## src/rtl/wdog_pkg.sv

```systemverilog
package wdog_pkg;

  localparam int DATA_W = 32;
  localparam logic [7:0] KEY_FIXED = 8'h3C;
  localparam logic [7:0] GUARD_VAL = 8'hC3;
  localparam int KEY_W = 4;
  localparam int KEY_CHK_LSB = 8;
  localparam int END_BIT = 8;
  localparam int DIS_BIT = 9;
  localparam int SLOW_BIT = 10;
  localparam int KEY_NEW_LSB = 12;
  localparam int RELOAD_LSB = 16;

  typedef enum logic [1:0] {
    MODE_TIMEOUT = 2'd0,
    MODE_NORMAL  = 2'd1,
    MODE_PREWARN = 2'd2,
    MODE_HALT    = 2'd3
  } wdMode_e;

  typedef struct packed {
    logic loadUser;
    logic loadFix;
    logic loadPre;
    logic winStart;
    logic winClear;
  } wdStrobe_t;

endpackage

```

## src/rtl/wdog_dpath.sv

```systemverilog
module wdog_dpath
  import wdog_pkg::*;
#(
  parameter int CNT_W = 16,
  parameter int FAST_LOG = 8,
  parameter int SLOW_LOG = 14,
  parameter logic [CNT_W-1:0] FIX_RELOAD = 16'hFF00,
  parameter int PRE_TICKS = 256,
  parameter int WIN_TICKS = 4
) (
  input  logic             clk,
  input  logic             porRstN,
  input  logic             sysRstN,
  input  logic             slowSel,
  input  logic             cntEn,
  input  wdStrobe_t        strb,
  input  logic [CNT_W-1:0] reloadIn,
  output logic [CNT_W-1:0] cnt,
  output logic             ovf,
  output logic             winActive,
  output logic             winExpire
);

  localparam logic [CNT_W-1:0] PRE_RELOAD = {CNT_W{1'b0}} - CNT_W'(PRE_TICKS);
  localparam int WIN_W = $clog2(WIN_TICKS + 1);
  localparam logic [WIN_W-1:0] WIN_INIT = WIN_W'(WIN_TICKS);
  localparam logic [WIN_W-1:0] WIN_LAST = WIN_W'(1);

  logic [SLOW_LOG-1:0] preCnt;
  logic [WIN_W-1:0] winCnt;
  logic tick;
  logic fastTick;
  logic slowTick;

  // prescaler: fast tick on low bits all ones, slow tick on all bits
  generate
    if (FAST_LOG == SLOW_LOG) begin : g_sameRate
      assign fastTick = &preCnt;
    end else begin : g_twoRate
      assign fastTick = &preCnt[FAST_LOG-1:0];
    end
  endgenerate
  assign slowTick = &preCnt;
  assign tick = slowSel ? slowTick : fastTick;

  always_ff @(posedge clk or negedge porRstN) begin
    if (!porRstN) begin
      preCnt <= '0;
    end else if (!sysRstN) begin
      preCnt <= '0;
    end else begin
      preCnt <= preCnt + 1'b1;
    end
  end

  // watchdog counter
  always_ff @(posedge clk or negedge porRstN) begin
    if (!porRstN) begin
      cnt <= FIX_RELOAD;
    end else if (!sysRstN) begin
      cnt <= FIX_RELOAD;
    end else if (strb.loadPre) begin
      cnt <= PRE_RELOAD;
    end else if (strb.loadUser) begin
      cnt <= reloadIn;
    end else if (strb.loadFix) begin
      cnt <= FIX_RELOAD;
    end else if (tick && cntEn) begin
      cnt <= cnt + 1'b1;
    end
  end

  assign ovf = tick && cntEn && (&cnt);

  // unlock window
  always_ff @(posedge clk or negedge porRstN) begin
    if (!porRstN) begin
      winActive <= 1'b0;
      winCnt <= '0;
    end else if (!sysRstN) begin
      winActive <= 1'b0;
      winCnt <= '0;
    end else if (strb.winClear) begin
      winActive <= 1'b0;
    end else if (strb.winStart) begin
      winActive <= 1'b1;
      winCnt <= WIN_INIT;
    end else if (tick && winActive) begin
      if (winCnt == WIN_LAST) begin
        winActive <= 1'b0;
      end
      winCnt <= winCnt - 1'b1;
    end
  end

  assign winExpire = tick && winActive && (winCnt == WIN_LAST);

endmodule

```

## src/rtl/wdog_ctrl.sv

```systemverilog
module wdog_ctrl
  import wdog_pkg::*;
(
  input  logic              clk,
  input  logic              porRstN,
  input  logic              sysRstN,
  input  logic              wrEn,
  input  logic [DATA_W-1:0] wrData,
  input  logic              ovf,
  input  logic              winActive,
  input  logic              winExpire,
  output wdStrobe_t         strb,
  output logic              cntEn,
  output logic              slowSel,
  output logic              endInit,
  output logic              nmiReq,
  output logic              rstReq,
  output logic              lockFlag
);

  wdMode_e mode;
  logic disabled;
  logic [KEY_W-1:0] userKey;
  logic firstFlag;

  logic active;
  logic keyMatch;
  logic guardMatch;
  logic firstOk;
  logic firstBad;
  logic secOk;
  logic secBad;
  logic winErr;
  logic ovfErr;
  logic errEvt;
  logic preDone;
  logic newEnd;

  always_comb begin
    active = (mode == MODE_TIMEOUT) || (mode == MODE_NORMAL);
    keyMatch = (wrData[7:0] == KEY_FIXED) &&
               (wrData[KEY_CHK_LSB +: KEY_W] == userKey);
    guardMatch = (wrData[7:0] == GUARD_VAL);
    firstOk = active && wrEn && !winActive && keyMatch;
    firstBad = active && wrEn && !winActive && !keyMatch;
    secOk = active && wrEn && winActive && guardMatch;
    secBad = active && wrEn && winActive && !guardMatch;
    winErr = active && winExpire && !wrEn;
    ovfErr = active && ovf && !secOk;
    errEvt = firstBad || secBad || winErr || ovfErr;
    preDone = (mode == MODE_PREWARN) && ovf;
    newEnd = wrData[END_BIT];
    cntEn = (mode == MODE_PREWARN) || (active && !disabled);

    strb.loadPre = errEvt;
    strb.loadUser = secOk && newEnd;
    strb.loadFix = secOk && !newEnd;
    strb.winStart = firstOk;
    strb.winClear = errEvt || secOk;
  end

  always_ff @(posedge clk or negedge porRstN) begin
    if (!porRstN) begin
      mode <= MODE_TIMEOUT;
      endInit <= 1'b0;
      disabled <= 1'b0;
      slowSel <= 1'b0;
      userKey <= '0;
      nmiReq <= 1'b0;
      rstReq <= 1'b0;
      firstFlag <= 1'b0;
      lockFlag <= 1'b0;
    end else if (!sysRstN) begin
      mode <= MODE_TIMEOUT;
      endInit <= 1'b0;
      disabled <= 1'b0;
      slowSel <= 1'b0;
      userKey <= '0;
      nmiReq <= 1'b0;
      rstReq <= lockFlag;
    end else begin
      if (errEvt) begin
        mode <= MODE_PREWARN;
        nmiReq <= 1'b1;
      end else if (secOk) begin
        endInit <= newEnd;
        disabled <= wrData[DIS_BIT];
        slowSel <= wrData[SLOW_BIT];
        userKey <= wrData[KEY_NEW_LSB +: KEY_W];
        mode <= newEnd ? MODE_NORMAL : MODE_TIMEOUT;
      end
      if (preDone) begin
        mode <= MODE_HALT;
        rstReq <= 1'b1;
        firstFlag <= 1'b1;
        if (firstFlag) begin
          lockFlag <= 1'b1;
        end
      end
    end
  end

endmodule

```

## src/rtl/wdog_top.sv

```systemverilog
module wdog_top
  import wdog_pkg::*;
#(
  parameter int CNT_W = 16,
  parameter int FAST_LOG = 8,
  parameter int SLOW_LOG = 14,
  parameter logic [CNT_W-1:0] FIX_RELOAD = 16'hFF00,
  parameter int PRE_TICKS = 256,
  parameter int WIN_TICKS = 4
) (
  input  logic              clk,
  input  logic              porRstN,
  input  logic              sysRstN,
  input  logic              wrEn,
  input  logic [DATA_W-1:0] wrData,
  output logic              endInitOut,
  output logic              nmiReq,
  output logic              rstReq,
  output logic [CNT_W-1:0]  cntVal
);

  wdStrobe_t strb;
  logic cntEn;
  logic slowSel;
  logic ovf;
  logic winActive;
  logic winExpire;
  logic lockFlag;

  wdog_ctrl i_ctrl (
    .clk       (clk),
    .porRstN   (porRstN),
    .sysRstN   (sysRstN),
    .wrEn      (wrEn),
    .wrData    (wrData),
    .ovf       (ovf),
    .winActive (winActive),
    .winExpire (winExpire),
    .strb      (strb),
    .cntEn     (cntEn),
    .slowSel   (slowSel),
    .endInit   (endInitOut),
    .nmiReq    (nmiReq),
    .rstReq    (rstReq),
    .lockFlag  (lockFlag)
  );

  wdog_dpath #(
    .CNT_W      (CNT_W),
    .FAST_LOG   (FAST_LOG),
    .SLOW_LOG   (SLOW_LOG),
    .FIX_RELOAD (FIX_RELOAD),
    .PRE_TICKS  (PRE_TICKS),
    .WIN_TICKS  (WIN_TICKS)
  ) i_dpath (
    .clk       (clk),
    .porRstN   (porRstN),
    .sysRstN   (sysRstN),
    .slowSel   (slowSel),
    .cntEn     (cntEn),
    .strb      (strb),
    .reloadIn  (wrData[RELOAD_LSB +: CNT_W]),
    .cnt       (cntVal),
    .ovf       (ovf),
    .winActive (winActive),
    .winExpire (winExpire)
  );

endmodule

```

## config.mk

```make
export PLATFORM = sky130hd
export DESIGN_NAME = wdog_top
export DESIGN_NICKNAME = d
export VERILOG_FILES = /design/src/rtl/wdog_pkg.sv /design/src/rtl/wdog_dpath.sv /design/src/rtl/wdog_ctrl.sv /design/src/rtl/wdog_top.sv
export SDC_FILE = /design/constraint.sdc
export NUM_CORES = 1
export LEC_CHECK = 0
export BUFFER_PORTS_ARGS = -buffer_cell sky130_fd_sc_hd__buf_2
export CAP_MARGIN = 5
export CELL_PAD_IN_SITES_DETAIL_PLACEMENT = 0
export CELL_PAD_IN_SITES_GLOBAL_PLACEMENT = 2
export CORE_ASPECT_RATIO = 0.8
export CORE_MARGIN = 2
export CORE_UTILIZATION = 34
export DETAILED_ROUTE_END_ITERATION = 6
export GPL_TIMING_DRIVEN = 0
export PLACE_DENSITY = 0.86
export SLEW_MARGIN = 40
export SYNTH_ARGS = -nofsm -noshare
export SYNTH_HDL_FRONTEND = slang
export SYNTH_HIERARCHICAL = 1
export SYNTH_SLANG_ARGS = --single-unit
```

## constraint.sdc

```tcl
create_clock -name clk -period 4.45 [get_ports clk]
set_input_delay 0.2225 -clock clk [delete_from_list [all_inputs] [get_ports clk]]
set_output_delay 0.2225 -clock clk [all_outputs]
set_load 0.05 [all_outputs]
```

; Word level (Yosys, flattened, before mapping)
; Cells that the tools add are included.
[classes]
n_reduce_logical = 42
addsub = 3
eq_ne = 16
mux = 37
[ops]
columns = cell, count
row1 = 2-to-1 mux 16 bit, 5
row2 = logical AND 1 bit, 20
row3 = 2-to-1 mux 1 bit, 20
row4 = "adder 16 x 1 -> 16 bit, second input constant", 1
row5 = AND reduction 16 bit, 1
row6 = "adder 14 x 1 -> 14 bit, second input constant", 1
row7 = 2-to-1 mux 14 bit, 1
row8 = AND reduction 14 bit, 1
row9 = 2-to-1 mux 3 bit, 4
row10 = 2-to-1 mux 4 bit, 3
row11 = "!= test 4 x 1 -> 1 bit, second input constant", 3
row12 = "equality test 8 x 6 -> 1 bit, second input constant", 1
row13 = "equality test 8 bit, second input constant", 1
row14 = 2-to-1 mux 2 bit, 4
row15 = AND reduction 2 bit, 4
row16 = AND reduction 8 bit, 1
row17 = zero test 1 bit, 7
row18 = logical OR 1 bit, 6
row19 = "!= test 2 x 1 -> 1 bit, second input constant", 3
row20 = "!= test 5 x 1 -> 1 bit, second input constant", 1
row21 = equality test 4 bit, 1
row22 = "!= test 2 bit, second input constant", 2
row23 = "equality test 3 x 1 -> 1 bit, second input constant", 1
row24 = "!= test 3 x 1 -> 1 bit, second input constant", 1
row25 = other kinds (5), 5
[word_totals]
reg_bits = 47
output_inout_bits = 19
in_bits = 36

; Logic depth before layout (Yosys ltp)
[logic_depth]
ltp_word = 12
mapped_depth = 15
depth_no_buf = 12

; Hierarchy
; The synthesis kept the hierarchy.
[by_module_without_submodules]
columns = mod, cells_each, seq_area_each_um2, area_per_inst_um2, instances
row1 = wdog_dpath, 215, 860.8, 1993.2, 1
row2 = wdog_ctrl, 72, 325.3, 721.9, 1

; Worst setup path after synthesis
; No wires, ideal clock.
[synth_path]
kind = reg2reg
startpoint = reg i_ctrl.mode[1]
endpoint = reg i_dpath.cnt[0]
stages_incl_launch_ff = 16
required_ns = 4.328
slack_ns = 1.338
arrival_time_ns = 2.990
n_path_buf = 4
synth_period_minus_slack_ns = 3.112
path_cell_list = dfrtp_1 -> clkbuf_2 -> mux2i_1 -> and4_1 -> and2_1 -> buf_2 -> nand2_1 -> nor4_1 -> a21oi_1 -> a211oi_1 -> or2_2 -> buf_4 -> nand2b_1 -> buf_1 -> nor2_1 -> a32o_1
[synth_via]
elab_chain_cells = 11
[synth_rtl]
columns = element, line_no
row1 = "start, declared", wdog_ctrl.sv:21  ; wdMode_e mode;
row2 = "start signal, assigned", wdog_ctrl.sv:90  ; mode <= newEnd ? MODE_NORMAL : MODE_TIMEOUT;
row3 = equality test 2 x 1 -> 1 bit or zero test 2 bit (tied branches), wdog_ctrl.sv:40  ; active = (mode == MODE_TIMEOUT) || (mode == MODE_NORMAL);
row4 = logical OR 1 bit, wdog_ctrl.sv:40
row5 = logical AND 1 bit, wdog_ctrl.sv:53  ; cntEn = (mode == MODE_PREWARN) || (active && !disabled);
row6 = logical OR 1 bit (*), wdog_ctrl.sv:53
row7 = net cntEn, wdog_top.sv:23  ; logic cntEn;
row8 = logical AND 1 bit (*) (2 in series), wdog_dpath.sv:73  ; assign ovf = tick && cntEn && (&cnt);
row9 = net ovf, wdog_top.sv:25  ; logic ovf;
row10 = logical AND 1 bit (*) (2 in series), wdog_ctrl.sv:49  ; ovfErr = active && ovf && !secOk;
row11 = logical OR 1 bit (*), wdog_ctrl.sv:50  ; errEvt = firstBad || secBad || winErr || ovfErr;
row12 = net i_ctrl.errEvt, wdog_ctrl.sv:35  ; logic errEvt;
row13 = 2-to-1 mux 16 bit, wdog_dpath.sv:62  ; end else if (strb.loadPre) begin
row14 = 2-to-1 mux 16 bit, wdog_dpath.sv:60  ; end else if (!sysRstN) begin
row15 = "end signal, assigned", wdog_dpath.sv:65  ; cnt <= reloadIn;
row16 = "end signal, assigned", wdog_dpath.sv:69  ; cnt <= cnt + 1'b1;
row17 = "end, declared", wdog_dpath.sv:18  ; output logic [CNT_W-1:0] cnt,
; Mark *: on every way through the listed nets, which the timed path passes. The rest lies on a longest branch.
; A chain may end at the register's enable or synchronous reset.

; Worst setup path after layout
; Same ends and word-level chain as after synthesis.

==> impl_metrics.csv <==
group,metric,value,unit
setup_path,crit_slowest_cell,"nor4_1",
timing,slew_viol_final,0,
synth,yosysSeqAreaShare,43.7,%
clock_network,path_clk_slew,0.09,ns
clock_network,h-tree-depth,2,
placement,io_buffer_count,54,
synth,synthCells,287,
timing,finalSetupViolCount,0,
timing,fin_crit_sh,93.5,%
setup_path,max_stage_delay,0.59,ns
setup_path,critPathMaxFanout,9,
floorplan,core,7840,sq um
clock_network,root_buffer,"clkbuf_8",
synth,ys_ff_latch,47,
power,powerDensity,243,nW/um^2
setup_path,timing.rr.end,"i_dpath/cnt[0]$_DFFE_PN0P_",
detailed_routing,via_per_inst,5.05,
synth,synth_edf_count,0,
grt,grt_pass1_wl,11600,um
grt,grt_max_degree,48,
timing,hold_viol_final,0,
power,cellLeakagePower,1.45,nW
hold_path,hold_depth,3,
clock_network,worstSkewPairLatency,0.30,ns
floorplan,dieArea,8720,sq um
timing,period_minus_slack,4.16,ns
floorplan,io_pins,55,
hold_path,hold_end,"i_dpath/cnt[13]$_DFFE_PN1P_",
synth,synth_nets,327,
synth,ys_types,57,
hold_path,hold_path.startpoint,"wrData[29]",
detailed_routing,dr.pass1.iters,4,
grt,grt_pass1_vias,2352,
timing,worst_slew_pin_slew,0.604,ns
timing,max_freq,240,MHz
synth,yosysMostFrequentCell,"dfrtp_1",
setup_path,crit_chain,"clkbuf_2 > mux2i_1 > and4_1 > and2_1 > buf_2 > nand2_1 > nor4_1 > a21oi_1 > a211oi_2 > or2_2 > buf_4 > nand2b_1 > buf_1 > nor2_1 > a32o_1",
layout,fill_cells,818,
detailed_routing,final_antenna_net_count,0,
synth,syn_area,2720,sq um
timing,clock_skew,0.0115,ns
setup_path,arrival,4.35,ns
layout,drive_above_1_share,24.6,%
setup_path,worst-r2r-setup-slack,0.29,ns
power,peakVddDrop,0.145,mV
clock_network,cts_tree,"built",
synth,ys.flop_type,"dfrtp_1",
clock_network,cts_buffers,5,
synth,avgSynthCellArea,9.46,sq um
clock_network,clock_path_buffers,2,
layout,syn_to_final_growth,19.3,%
layout,multi_input_area,1430,sq um
floorplan,rows,29,
floorplan,start_util,34.6,%
setup_path,r2r_cells,15,
floorplan,fp.dieW,104,um
setup_path,start_kind,"flop",
setup_path,critical_path_class,"flop to flop",
timing,slew_headroom,59.7,%
detailed_routing,via_count,2314,
setup_path,end_kind,"flop",
placement,gp_congestion,0.785,
layout,n_antenna_cell,0,
timing,hold_ws,0.154,ns
detailed_routing,drtIter0Drc,119,
placement,dp_hpwl,4890,um
synth,ys_top_cells_by_count,"dfrtp_1, nor2_1, nand2_1, nand3_1, xnor2_1",
grt,overflow,0,
timing,finalSetupTns,0,ns
synth,netlist.area_leader.share,35.9,%
detailed_routing,totalWireLength,6670,um
synth,ys_warn_count,6,
layout,regArea,1190,sq um
run,max_cap_violations,0,
grt,gr-usage-all-layers,16.2,%
grt,antenna_found_initial,0,
synth,synth_area_leaders,"dfrtp_1, dfstp_2, xnor2_1",
layout,final_nets,389,
detailed_routing,drc_errors,0,
detailed_routing,wire_per_inst,14.6,um
run_status,status,"complete, no violations",
setup_path,required,4.64,ns
setup_path,reg2reg_from,"i_ctrl/mode[1]$_DFFE_PN0P_",
hold_path,hold_class,"primary input to flop",
floorplan,die_h,83.9,um
clock_network,cts.sinks,47,
synth,synth_top_cell_by_area,"dfrtp_1",
timing,rsz0062_at_grt,"no",
synth,synth-async-reset-ratio,100,%
==> timing repair <==
| item | in CTS | in global routing |
|---|---|---|
| resized for setup | 0 | 1 |
| buffers inserted | 0 | 0 |
| hold endpoints to repair | 39 | 0 |
| setup endpoints to repair | 0 | 5 |
| hold buffers | 1 | 0 |
==> logic make-up after synthesis <==
| family | synth area share [%] |
|---|---|
| flops | 43.7 |
| xor+xnor | 8.39 |
| fa+ha+maj | 1.84 |
| buf+inv | 3.87 |
| compound gates | 13.3 |
| simple gates | 25.6 |
| mux | 3.32 |
==> through the flow <==
stage	power (mW)	cell area, sq um	worst slack (ns)	std cells	utilization, %
after global placement	0.509	3120	0.192	449	39.8
after floorplan	0.472	2720	1.34	287	-
after detailed placement	0.510	3120	0.212	449	39.8
after global routing	0.834	3240	0.0758	458	41.3
final	0.788	3240	0.290	458	41.3
after CTS	0.803	3230	0.168	458	41.3
==> per-layer routing <==
layer,wire [um],up-vias,GRT usage [%]
met5,0,-,0
met4,22,0,3.32
met3,270,2,3.04
met2,2890,48,24.5
met1,3490,1107,24.2
li1,-,1157,-
==> worst max-delay path by stage <==
| stage | startpoint | endpoint | slack (ns) | depth (start not counted) |
|---|---|---|---|---|
| 2_1_floorplan | i_ctrl/mode[1]$_DFFE_PN0P_ | i_dpath/cnt[0]$_DFFE_PN0P_ | 1.34 | 15 |
| 3_3_place_gp | i_ctrl/mode[1]$_DFFE_PN0P_ | i_dpath/cnt[2]$_DFFE_PN0P_ | 0.19 | 15 |
| 3_5_place_dp | i_ctrl/mode[1]$_DFFE_PN0P_ | i_dpath/cnt[2]$_DFFE_PN0P_ | 0.21 | 15 |
| 4_1_cts | i_ctrl/mode[1]$_DFFE_PN0P_ | i_dpath/cnt[2]$_DFFE_PN0P_ | 0.17 | 15 |
| 5_1_grt | i_ctrl/mode[1]$_DFFE_PN0P_ | i_dpath/cnt[2]$_DFFE_PN0P_ | 0.08 | 15 |
| 6_report | i_ctrl/mode[1]$_DFFE_PN0P_ | i_dpath/cnt[0]$_DFFE_PN0P_ | 0.29 | 15 |
==> flip-flops by register name, summed over array words and instances (netlist names) <==
register / flops
i_ctrl/lockFlag: 1
i_ctrl/firstFlag: 1
i_ctrl/slowSel: 1
i_dpath/winCnt: 3
i_ctrl/disabled: 1
i_ctrl/mode: 2
i_ctrl/nmiReq: 1
i_dpath/preCnt: 14
i_dpath/cnt: 16
i_ctrl/userKey: 4
i_dpath/winActive: 1
i_ctrl/rstReq: 1
i_ctrl/endInit: 1
==> layout make-up <==
cell class,count,share of cell area [%]
Buffer,11,1.85
Clock buffer,8,3.09
Inverter,12,1.39
Multi-Input combinational cell,217,44.1
Sequential cell,47,36.6
Tap cell,108,4.17
Timing Repair Buffer,55,8.73
==> power breakdown <==
part           switching (mW)  internal [mW]  leakage [nW]
clock network           0.145          0.142        0.0515
registers             0.00331          0.431         0.623
logic                  0.0407         0.0253         0.774
==> placed cells by master (no fill, tap or decap), drive strengths merged, types with 3 or more instances in the layout <==
cell / count
a211oi: 5
a21oi: 15
a32o: 3
and2: 14
and3: 4
and4: 5
buf: 60
clkbuf: 13
dfrtp: 39
dfstp: 8
ha: 4
inv: 12
mux2i: 9
nand2: 19
nand3: 15
nand4: 10
nor2: 28
nor3: 7
nor3b: 3
nor4: 3
o21ai: 10
o31a: 3
or4: 3
xnor2: 15
xor2: 11
==> worst max-delay path, delay by kind of cell (launching register included) <==
family	cells	cell delay, ns
AO/OA/AOI/OAI	3	0.80
flip-flops	1	0.33
buffers and inverters	4	0.92
AND/OR/NAND/NOR	7	1.70
multiplexers	1	0.30
(Power assumes the default switching activity.)
